### src/rtl/lock_ind_pkg.sv
package lock_ind_pkg;

  typedef enum logic [1:0] {
    MODE_NORMAL   = 2'd0,
    MODE_HOLD     = 2'd1,
    MODE_FREE     = 2'd2,
    MODE_FREE_ALT = 2'd3
  } pll_mode_e;

  // strobes from control to datapath
  typedef struct packed {
    logic qualClr;
    logic qualInc;
    logic graceClr;
    logic graceInc;
    logic lockSet;
    logic lockClr;
  } lock_strobe_t;

endpackage

### src/rtl/lock_ind_ctrl.sv
module lock_ind_ctrl
  import lock_ind_pkg::*;
(
  input  logic [1:0]   mode,
  input  logic         outside,
  input  logic         tick,
  input  logic         lockQ,
  input  logic         qualDone,
  input  logic         graceDone,
  output lock_strobe_t stb
);

  always_comb begin
    stb = '0;
    case (pll_mode_e'(mode))
      MODE_NORMAL: begin
        stb.graceClr = 1'b1;
        if (outside) begin
          stb.qualClr = 1'b1;
          stb.lockClr = 1'b1;
        end else if (!lockQ && tick) begin
          stb.qualInc = 1'b1;
          stb.lockSet = qualDone;
        end
      end
      MODE_HOLD: begin
        stb.qualClr = 1'b1;
        if (lockQ && tick) begin
          stb.graceInc = 1'b1;
          stb.lockClr  = graceDone;
        end
      end
      default: begin
        stb.qualClr  = 1'b1;
        stb.graceClr = 1'b1;
        stb.lockClr  = 1'b1;
      end
    endcase
  end

endmodule

### src/rtl/lock_ind_dp.sv
module lock_ind_dp
  import lock_ind_pkg::*;
#(
  parameter int ERR_W       = 16,
  parameter int QUAL_W      = 16,
  parameter int PRESCALE    = 1000,
  parameter int GRACE_TICKS = 100
) (
  input  logic              clk,
  input  logic              rstN,
  input  logic [ERR_W-1:0]  phaseErr,
  input  logic [ERR_W-1:0]  phaseWin,
  input  logic [QUAL_W-1:0] qualTime,
  input  lock_strobe_t      stb,
  output logic              outside,
  output logic              tick,
  output logic              qualDone,
  output logic              graceDone,
  output logic              lockQ
);

  localparam int PRE_W   = (PRESCALE > 1) ? $clog2(PRESCALE) : 1;
  localparam int GRACE_W = $clog2(GRACE_TICKS + 1);
  localparam logic [GRACE_W:0] GRACE_LIM = (GRACE_W + 1)'(GRACE_TICKS);

  logic [QUAL_W-1:0]  qualCnt;
  logic [GRACE_W-1:0] graceCnt;
  logic [QUAL_W:0]    qualLim;

  // tick generator: pass-through or modulo counter
  generate
    if (PRESCALE <= 1) begin : g_noPre
      assign tick = 1'b1;
    end else begin : g_pre
      logic [PRE_W-1:0] preCnt;
      assign tick = (preCnt == PRE_W'(PRESCALE - 1));
      always_ff @(posedge clk or negedge rstN) begin
        if (!rstN)     preCnt <= '0;
        else if (tick) preCnt <= '0;
        else           preCnt <= preCnt + 1'b1;
      end
    end
  endgenerate

  assign outside   = phaseErr > phaseWin;
  assign qualLim   = (qualTime == '0) ? (QUAL_W + 1)'(1) : {1'b0, qualTime};
  assign qualDone  = ({1'b0, qualCnt} + 1'b1) >= qualLim;
  assign graceDone = ({1'b0, graceCnt} + 1'b1) >= GRACE_LIM;

  always_ff @(posedge clk or negedge rstN) begin
    if (!rstN)            qualCnt <= '0;
    else if (stb.qualClr) qualCnt <= '0;
    else if (stb.qualInc) qualCnt <= qualCnt + 1'b1;
  end

  always_ff @(posedge clk or negedge rstN) begin
    if (!rstN)             graceCnt <= '0;
    else if (stb.graceClr) graceCnt <= '0;
    else if (stb.graceInc) graceCnt <= graceCnt + 1'b1;
  end

  always_ff @(posedge clk or negedge rstN) begin
    if (!rstN)            lockQ <= 1'b0;
    else if (stb.lockClr) lockQ <= 1'b0;
    else if (stb.lockSet) lockQ <= 1'b1;
  end

endmodule

### src/rtl/lock_indicator.sv
module lock_indicator
  import lock_ind_pkg::*;
#(
  parameter int ERR_W       = 16,
  parameter int QUAL_W      = 16,
  parameter int PRESCALE    = 1000,
  parameter int GRACE_TICKS = 100
) (
  input  logic              clk,
  input  logic              rstN,
  input  logic [1:0]        mode,
  input  logic [ERR_W-1:0]  phaseErr,
  input  logic [ERR_W-1:0]  phaseWin,
  input  logic [QUAL_W-1:0] qualTime,
  output logic              lockOut
);

  lock_strobe_t stb;
  logic outside, tick, qualDone, graceDone, lockQ;

  lock_ind_ctrl u_ctrl (
    .mode      (mode),
    .outside   (outside),
    .tick      (tick),
    .lockQ     (lockQ),
    .qualDone  (qualDone),
    .graceDone (graceDone),
    .stb       (stb)
  );

  lock_ind_dp #(
    .ERR_W       (ERR_W),
    .QUAL_W      (QUAL_W),
    .PRESCALE    (PRESCALE),
    .GRACE_TICKS (GRACE_TICKS)
  ) u_dp (
    .clk       (clk),
    .rstN      (rstN),
    .phaseErr  (phaseErr),
    .phaseWin  (phaseWin),
    .qualTime  (qualTime),
    .stb       (stb),
    .outside   (outside),
    .tick      (tick),
    .qualDone  (qualDone),
    .graceDone (graceDone),
    .lockQ     (lockQ)
  );

  assign lockOut = lockQ;

endmodule

### config.mk
export PLATFORM = sky130hd
export DESIGN_NAME = lock_indicator
export DESIGN_NICKNAME = d
export VERILOG_FILES = /design/src/rtl/lock_ind_pkg.sv /design/src/rtl/lock_ind_ctrl.sv /design/src/rtl/lock_ind_dp.sv /design/src/rtl/lock_indicator.sv
export SDC_FILE = /design/constraint.sdc
export NUM_CORES = 1
export LEC_CHECK = 0
export ABC_AREA = 1
export BUFFER_PORTS_ARGS = -buffer_cell sky130_fd_sc_hd__clkbuf_2
export CAP_MARGIN = 25
export CORE_MARGIN = 5
export CORE_UTILIZATION = 50
export DETAILED_ROUTE_END_ITERATION = 12
export PLACE_DENSITY = 0.72
export RECOVER_POWER = 100
export SETUP_SLACK_MARGIN = 0.02
export SLEW_MARGIN = 30
export SYNTH_ARGS = -nofsm -noshare
export SYNTH_HDL_FRONTEND = slang
export SYNTH_SLANG_ARGS = --single-unit
export TNS_END_PERCENT = 10
### constraint.sdc
create_clock -name clk -period 5.7 [get_ports clk]
set_input_delay 0.285 -clock clk [delete_from_list [all_inputs] [get_ports clk]]
set_output_delay 0.285 -clock clk [all_outputs]
set_load 0.05 [all_outputs]
==> impl_results.md, run 1 <==
* All-Layer GR Usage at 17.81%
* Worst min-delay path category: in2reg
* Post-synth cell types at 33
* Routability-driven placement congestion ratio at 0.8503
* Clock slew seen by the registers of the worst setup and hold paths at 0.07 ns
* RSZ-0062 raised after global routing: no
* Total standard cell area after synthesis at 2925 µm²
* Initial Util at 52.16%
* Count of buffers from port buffering at 52
* Async set-reset flop share out of synthesis at 100.0%
* IR Drop Worst-Case VDD at 133.8 µV
* Post-route minimum period at 2.631 ns
* Ys flop type: dfrtp_1
* Count of inserted antenna diode cells at 0
* Gate count of the mapped netlist at 406
* Layout Utilization at 58.99%
* Pin count of the biggest net entering global routing at 35
* Initial antenna violation count at 0
* Sequential cell area in the final layout at 850.8 µm²
* Seq cells post-synth at 34
* Total negative slack for setup checks at 0 ns
* Post-synth top area cell: dfrtp_1
* TritonCTS clock tree: built
* Fill cell instance count of the final layout at 545
* Violated checks: capacitance limit, slew limit
* Crit share post-route at 46.15%
* Syn_nets at 494
* Portion of synthesized cell area occupied by the leading cell type at 29.08%
* Global-route congestion overflow total at 0
* Sinks on the clock net at 34
* Final Net Count at 551
* Outcome: complete, but fails checks
* Worst-skew pair later-pin latency at 0.29 ns
* Routed Antenna Nets at 0
* H-tree Lvls at 2
* Startpoint type of the worst setup path: flop
* Number of max-cap violations at 1
* DR vias/cell at 4.951
* Rel. slew slack at -20.61%
* Die Area at 7481 µm²
* Commonest non-fill, non-tap cell in the layout: nand2_1
* Power density of the placed cells at 145.0 nW/µm²
* Average cell area after synthesis at 7.205 µm²
* Violation count after the first detailed-routing iteration at 144
* DRT Pass-1 Iters at 4
* Leading cell types in the layout, fill and taps excluded: 106 x nand2_1, 80 x inv_1, 50 x clkbuf_2, 36 x ha_1, 34 x dfrtp_1
* Total Wirelength at 6402 µm
* Rows at 27
* Floorplan core area at 5608 µm²
* Static Leakage at 2.001 nW
* Placed cell count at 528
* Post-route insts no fill at 535
* Final setup skew at 0.009690 ns
* Die outline width at 86.49 µm
* Multi-input gate area in the final layout at 1719 µm²
* Post-CTS setup buffer count at 0
* Number of clock buffers inserted by TritonCTS at 5
* Detailed-route wire length per cell at 11.97 µm
* Final routed DRC violation total at 0
* Post-DP HPWL at 5183 µm
* CP Class: reg2reg
* Highest achievable clock rate at 380.1 MHz
* Number of vias in the routed layout at 2,649
* Number of buffers on the longest clock path at 2
* Hold Violations, Final at 0
* Required time at the endpoint of the critical path at 5.89 ns
* Number of global-route vias before repair at 2,555
* Warnings from Yosys at 0
* Die Ht at 86.49 µm
* Setup violations, final at 0
* Resized cells post-CTS at 0
* Number of top-level design ports at 53
* Number of flops mapped to enable cells by yosys at 0
* Number of hold buffers added after CTS at 0
* Worst Path Arrival at 2.82 ns
* Share of cells above drive strength 1 at 16.20%
* Final-report max-slew violation count at 35
* Sequential fraction of the synthesis area at 29.08%
* Wire length of the first global-routing pass at 10,830 µm
* Max Fanout on Critical Path at 5
* Worst-Margin Slew at 1.809 ns
* Cell chosen for the clock root: clkbuf_8
* Biggest area contributors in the synthesized netlist: dfrtp_1 29%, ha_1 15%, nand2_1 13%, inv_1 10%, xor2_1 4.2%
* Area growth from synthesis to layout at 13.09%
* Element type at the critical path end: flop
==> power breakdown <==
group	internal, mW	switching, mW	leakage (nW)
sequential	0.241	0.000000000155	0.461
clock	0.0819	0.0874	0.0438
combinational	0.0306	0.0386	1.50
==> critical path, cell delays in order (launching register included) <==
cell	delay [ns]
dfrtp_1	0.45
ha_1	0.25
nand3_2	0.11
nor2_1	0.26
nand2_2	0.13
nor2_1	0.13
xor2_1	0.15
inv_1	0.07
ha_1	0.32
nand2_1	0.09
o21bai_1	0.10
nand2_1	0.06
nand4_1	0.08
nand2_1	0.06
nor2_1	0.08
nand3_1	0.07
nand2_1	0.06
nand2_1	0.04
==> synthesized netlist by cell type (3+ instances only) <==
master and number:
nor4_1 5, nor2_2 4, nor2_4 3, o21ai_0 13, nor3_1 5, nand4_1 14
ha_1 36, xnor2_1 4, inv_1 79, nor2_1 26, xor2_1 14, a21oi_1 19
nand2_2 5, inv_2 4, nand3_1 16, nand3_2 3, dfrtp_1 34, nand2_1 104
==> kinds of logic after synthesis <==
family	Yosys count	synth area share, %
adder cells (fa/ha/maj)	36	15.40
XOR/XNOR	19	5.945
AO/OA/AOI/OAI	40	7.485
buffers and inverters	85	11.21
AND/OR/NAND/NOR	192	30.88
flip-flops	34	29.08
==> per-stage QoR <==
| step | hold WS, ns | worst slack, ns | total power [mW] | area, µm² |
|---|---|---|---|---|
| 2_1_floorplan | -0.01059 | 3.422 | 0.2839 | 2925 |
| 3_5_place_dp | 0.4374 | 3.203 | 0.3164 | 3259 |
| 6_report | 0.1955 | 3.069 | 0.4797 | 3308 |
| 5_1_grt | 0.1967 | 2.784 | 0.5063 | 3308 |
| 4_1_cts | 0.1222 | 3.188 | 0.4866 | 3338 |
| 3_3_place_gp | 0.4300 | 3.299 | 0.3141 | 3259 |
==> per-layer routing <==
metal / track usage [%] / share of wire, % / up-vias
met5: 0 / 0 / -
met4: 4.108 / 0.94 / 0
met3: 3.232 / 2.9 / 9
met2: 30.67 / 49 / 38
met1: 23.15 / 47 / 1201
li1: - / - / 1401
==> registers in the layout, indices dropped and copies added (netlist names) <==
name	count
u_dp.qualCnt	16
u_dp.g_pre.preCnt	10
u_dp.graceCnt	7
u_dp.lockQ	1
==> path summary, 6_finish.rpt <==
check                                          start                   end  slack (ns)  cells past startpoint
worst max-delay path                 u_dp.qualCnt[0]            u_dp.lockQ        3.07                     17
worst min-delay path                         mode[1]      u_dp.graceCnt[2]        0.20                      2
worst max register to register       u_dp.qualCnt[0]            u_dp.lockQ        3.07                     17
worst min register to register  u_dp.g_pre.preCnt[0]  u_dp.g_pre.preCnt[0]        0.47                      1
max in group asynchronous                       rstN      u_dp.qualCnt[11]        4.18                      1
min in group asynchronous                       rstN      u_dp.graceCnt[4]        0.48                      1
==> area by class of cell <==
cell class	count	area share, %
Tap cell	72	2.723
Timing Repair Buffer	52	7.791
Multi-Input combinational cell	287	51.97
Clock inverter	2	0.3026
Sequential cell	34	25.72
Inverter	83	9.418
Clock buffer	5	2.080
Note: power is estimated with default switching activity, not from simulation.
==> run 2, diff against run 1 <==
Settings changed: PLACE_DENSITY 0.72 to 0.75.
Clock period 5.7 ns to 2.42 ns, I/O delays scaled along.
==> run 2 against run 1 <==
Net effect:
- the flow now finishes without violations
- critical endpoint unchanged
- critical path type unchanged
- routed wire length increased by 0.73%
- setup slack worse by 2.9 ns
- largest cell class unchanged
- largest power group unchanged
- via count up 4.4%
- clock power grew to 2.9 times the previous value
- combinational power grew 150%
- fmax increased by 15%
- sequential power is 140% higher
- utilization grew 3.9 points
- die area did not move
==> impl_results.md, run 2 (synthesized netlist as in run 1, its figures left out) <==
* Crit share post-route at 94.69%
* Reported net switching power at 295.3 µW
* Register share of total power at 46.3%
* Number of buffers on the longest clock path at 2
* DRT Pass-1 Iters at 4
* Routability-driven placement congestion ratio at 0.8528
* Post-route minimum period at 2.291 ns
* Leading registers by flop count: u_dp.qualCnt: 16 flops, u_dp.g_pre.preCnt: 10 flops, u_dp.graceCnt: 7 flops
* Total Wirelength at 6449 µm
* IR Drop Worst-Case VDD at 242.6 µV
* Cell chosen for the clock root: clkbuf_8
* CP Class: reg2reg
* Number of global-route vias before repair at 2,660
* Global Route met3 Usage at 3.517%
* Worst reg2reg path startpoint: u_dp.qualCnt[1]
* Share of cells above drive strength 1 at 20.96%
* Violation count after the first detailed-routing iteration at 133
* Final setup skew at 0.005162 ns
* DR vias/cell at 5.036
* Die Ht at 86.49 µm
* Total negative slack for setup checks at 0 ns
* Worst-Margin Slew at 1.070 ns
* TritonCTS clock tree: built
* Switching part of the total power at 24.08%
* Most used routing layer: met2
* Setup violations, final at 0
* Rel. slew slack at 28.41%
* All-Layer GR Usage at 17.47%
* Element type at the critical path end: flop
* Highest achievable clock rate at 436.4 MHz
* Worst min-delay path category: in2reg
* Sinks on the clock net at 34
* Startpoint type of the worst setup path: flop
* Sequential cell area in the final layout at 853.3 µm²
* RSZ-0062 raised after global routing: yes
* Post-DP HPWL at 5138 µm
* Share of power burned in the clock network at 39.9%
* Global routing usage on met1 at 21.04%
* Source of the critical timing path: u_dp.qualCnt[1]
* Initial Util at 52.16%
* Pin count of the biggest net entering global routing at 35
* Detailed-route wire length per cell at 11.75 µm
* Leading cell types in the layout, fill and taps excluded: 104 x nand2_1, 79 x inv_1, 50 x clkbuf_2, 33 x ha_1, 32 x dfrtp_1
* Final routed DRC violation total at 0
* Number of flip-flops under the largest register name at 16
* Outcome: complete, no violations
* Area growth from synthesis to layout at 20.62%
* Routed Antenna Nets at 0
* Final Net Count at 564
* Worst Min Path Start: mode[1]
* Count of inserted antenna diode cells at 0
* Clock slew seen by the registers of the worst setup and hold paths at 0.07 ns
* Number of top-level design ports at 53
* Total internal power at 931.3 µW
* Worst-skew pair later-pin latency at 0.28 ns
* Die outline width at 86.49 µm
* Initial antenna violation count at 0
* Required time at the endpoint of the critical path at 2.60 ns
* Multi-input gate area in the final layout at 1809 µm²
* Reg with most FFs: u_dp.qualCnt
* Power density of the placed cells at 347.6 nW/µm²
* Count of buffers from port buffering at 52
* Wire length of the first global-routing pass at 10,780 µm
* Hold Violations, Final at 0
* Final-report max-slew violation count at 0
* Number of vias in the routed layout at 2,765
* Number of clock buffers inserted by TritonCTS at 5
* Global-route met2 utilization at 31.36%
* Global-route congestion overflow total at 0
* Post-layout total power at 1.227 mW
* Max Fanout on Critical Path at 3
* Floorplan core area at 5608 µm²
* Static Leakage at 2.139 nW
* Number of max-cap violations at 0
* Combinational Power Share at 13.8%
* Commonest non-fill, non-tap cell in the layout: nand2_1
* Fill cell instance count of the final layout at 507
* Die Area at 7481 µm²
* H-tree Lvls at 2
* Worst Path Arrival at 2.47 ns
* Rows at 27
## run 2: final timing paths
check,depth (start not counted),slack [ns],end
max,15,0.13,u_dp.lockQ
min,2,0.03,u_dp.graceCnt[2]
max reg2reg,15,0.13,u_dp.lockQ
min reg2reg,1,0.46,u_dp.g_pre.preCnt[0]
max in group asynchronous,3,0.53,u_dp.qualCnt[2]
min in group asynchronous,2,0.45,u_dp.graceCnt[5]
## run 2: final cells by class
class                           count  share of cell area [%]
Inverter                           83                   8.830
Sequential cell                    34                   24.18
Timing Repair Buffer               65                   10.04
Clock buffer                        8                   3.121
Tap cell                           72                   2.553
Multi-Input combinational cell    287                   51.28
## run 2: power groups by stage
stage / sequential [mW] / combinational [mW] / clock (mW)
after CTS: 0.568 / 0.169 / 0.500
after global routing: 0.568 / 0.198 / 0.528
after detailed placement: 0.579 / 0.167 / 0
after global placement: 0.579 / 0.160 / 0
final: 0.568 / 0.170 / 0.489
after floorplan: 0.579 / 0.0896 / 0
## run 2: through the flow
stage / cell area (µm²) / hold WS, ns / instances / util (%) / setup slack [ns]
floorplan: 2925 / -0.1746 / 406 / - / 0.1423
global placement: 3274 / 0.2582 / 530 / 58.39 / 0.1223
detailed placement: 3274 / 0.2618 / 530 / 58.39 / 0.05249
CTS: 3395 / 0.02317 / 539 / 60.53 / 0.03403
global route: 3528 / 0.03071 / 549 / 62.92 / -0.08823
finish: 3528 / 0.03458 / 549 / 62.92 / 0.1285
## run 2: metal layers
layer | wire [µm] | share of wire, %
met5 | 0 | 0
met1 | 2895 | 45
met3 | 239 | 3.7
met4 | 68 | 1.1
met2 | 3245 | 50
## run 2: timing repair
item	in CTS	in global routing
hold buffers	1	0
endpoints found under the setup margin	0	1
resized for setup	0	17
endpoints found under the hold margin	34	0
buffers inserted	0	9
## run 2: worst max-delay path, stage by stage (launching register included)
cell and delay, ns:
dfrtp_1 0.37, ha_2 0.22, nand3_4 0.09, nor2_4 0.15, nand2_4 0.09, nor3_4 0.11, xor2_1 0.23, ha_1 0.31
a21oi_2 0.14, o211ai_1 0.10, inv_1 0.09, nand2_1 0.05, nor2_1 0.08, nand3_1 0.07, nand2_1 0.05, nand2_1 0.04
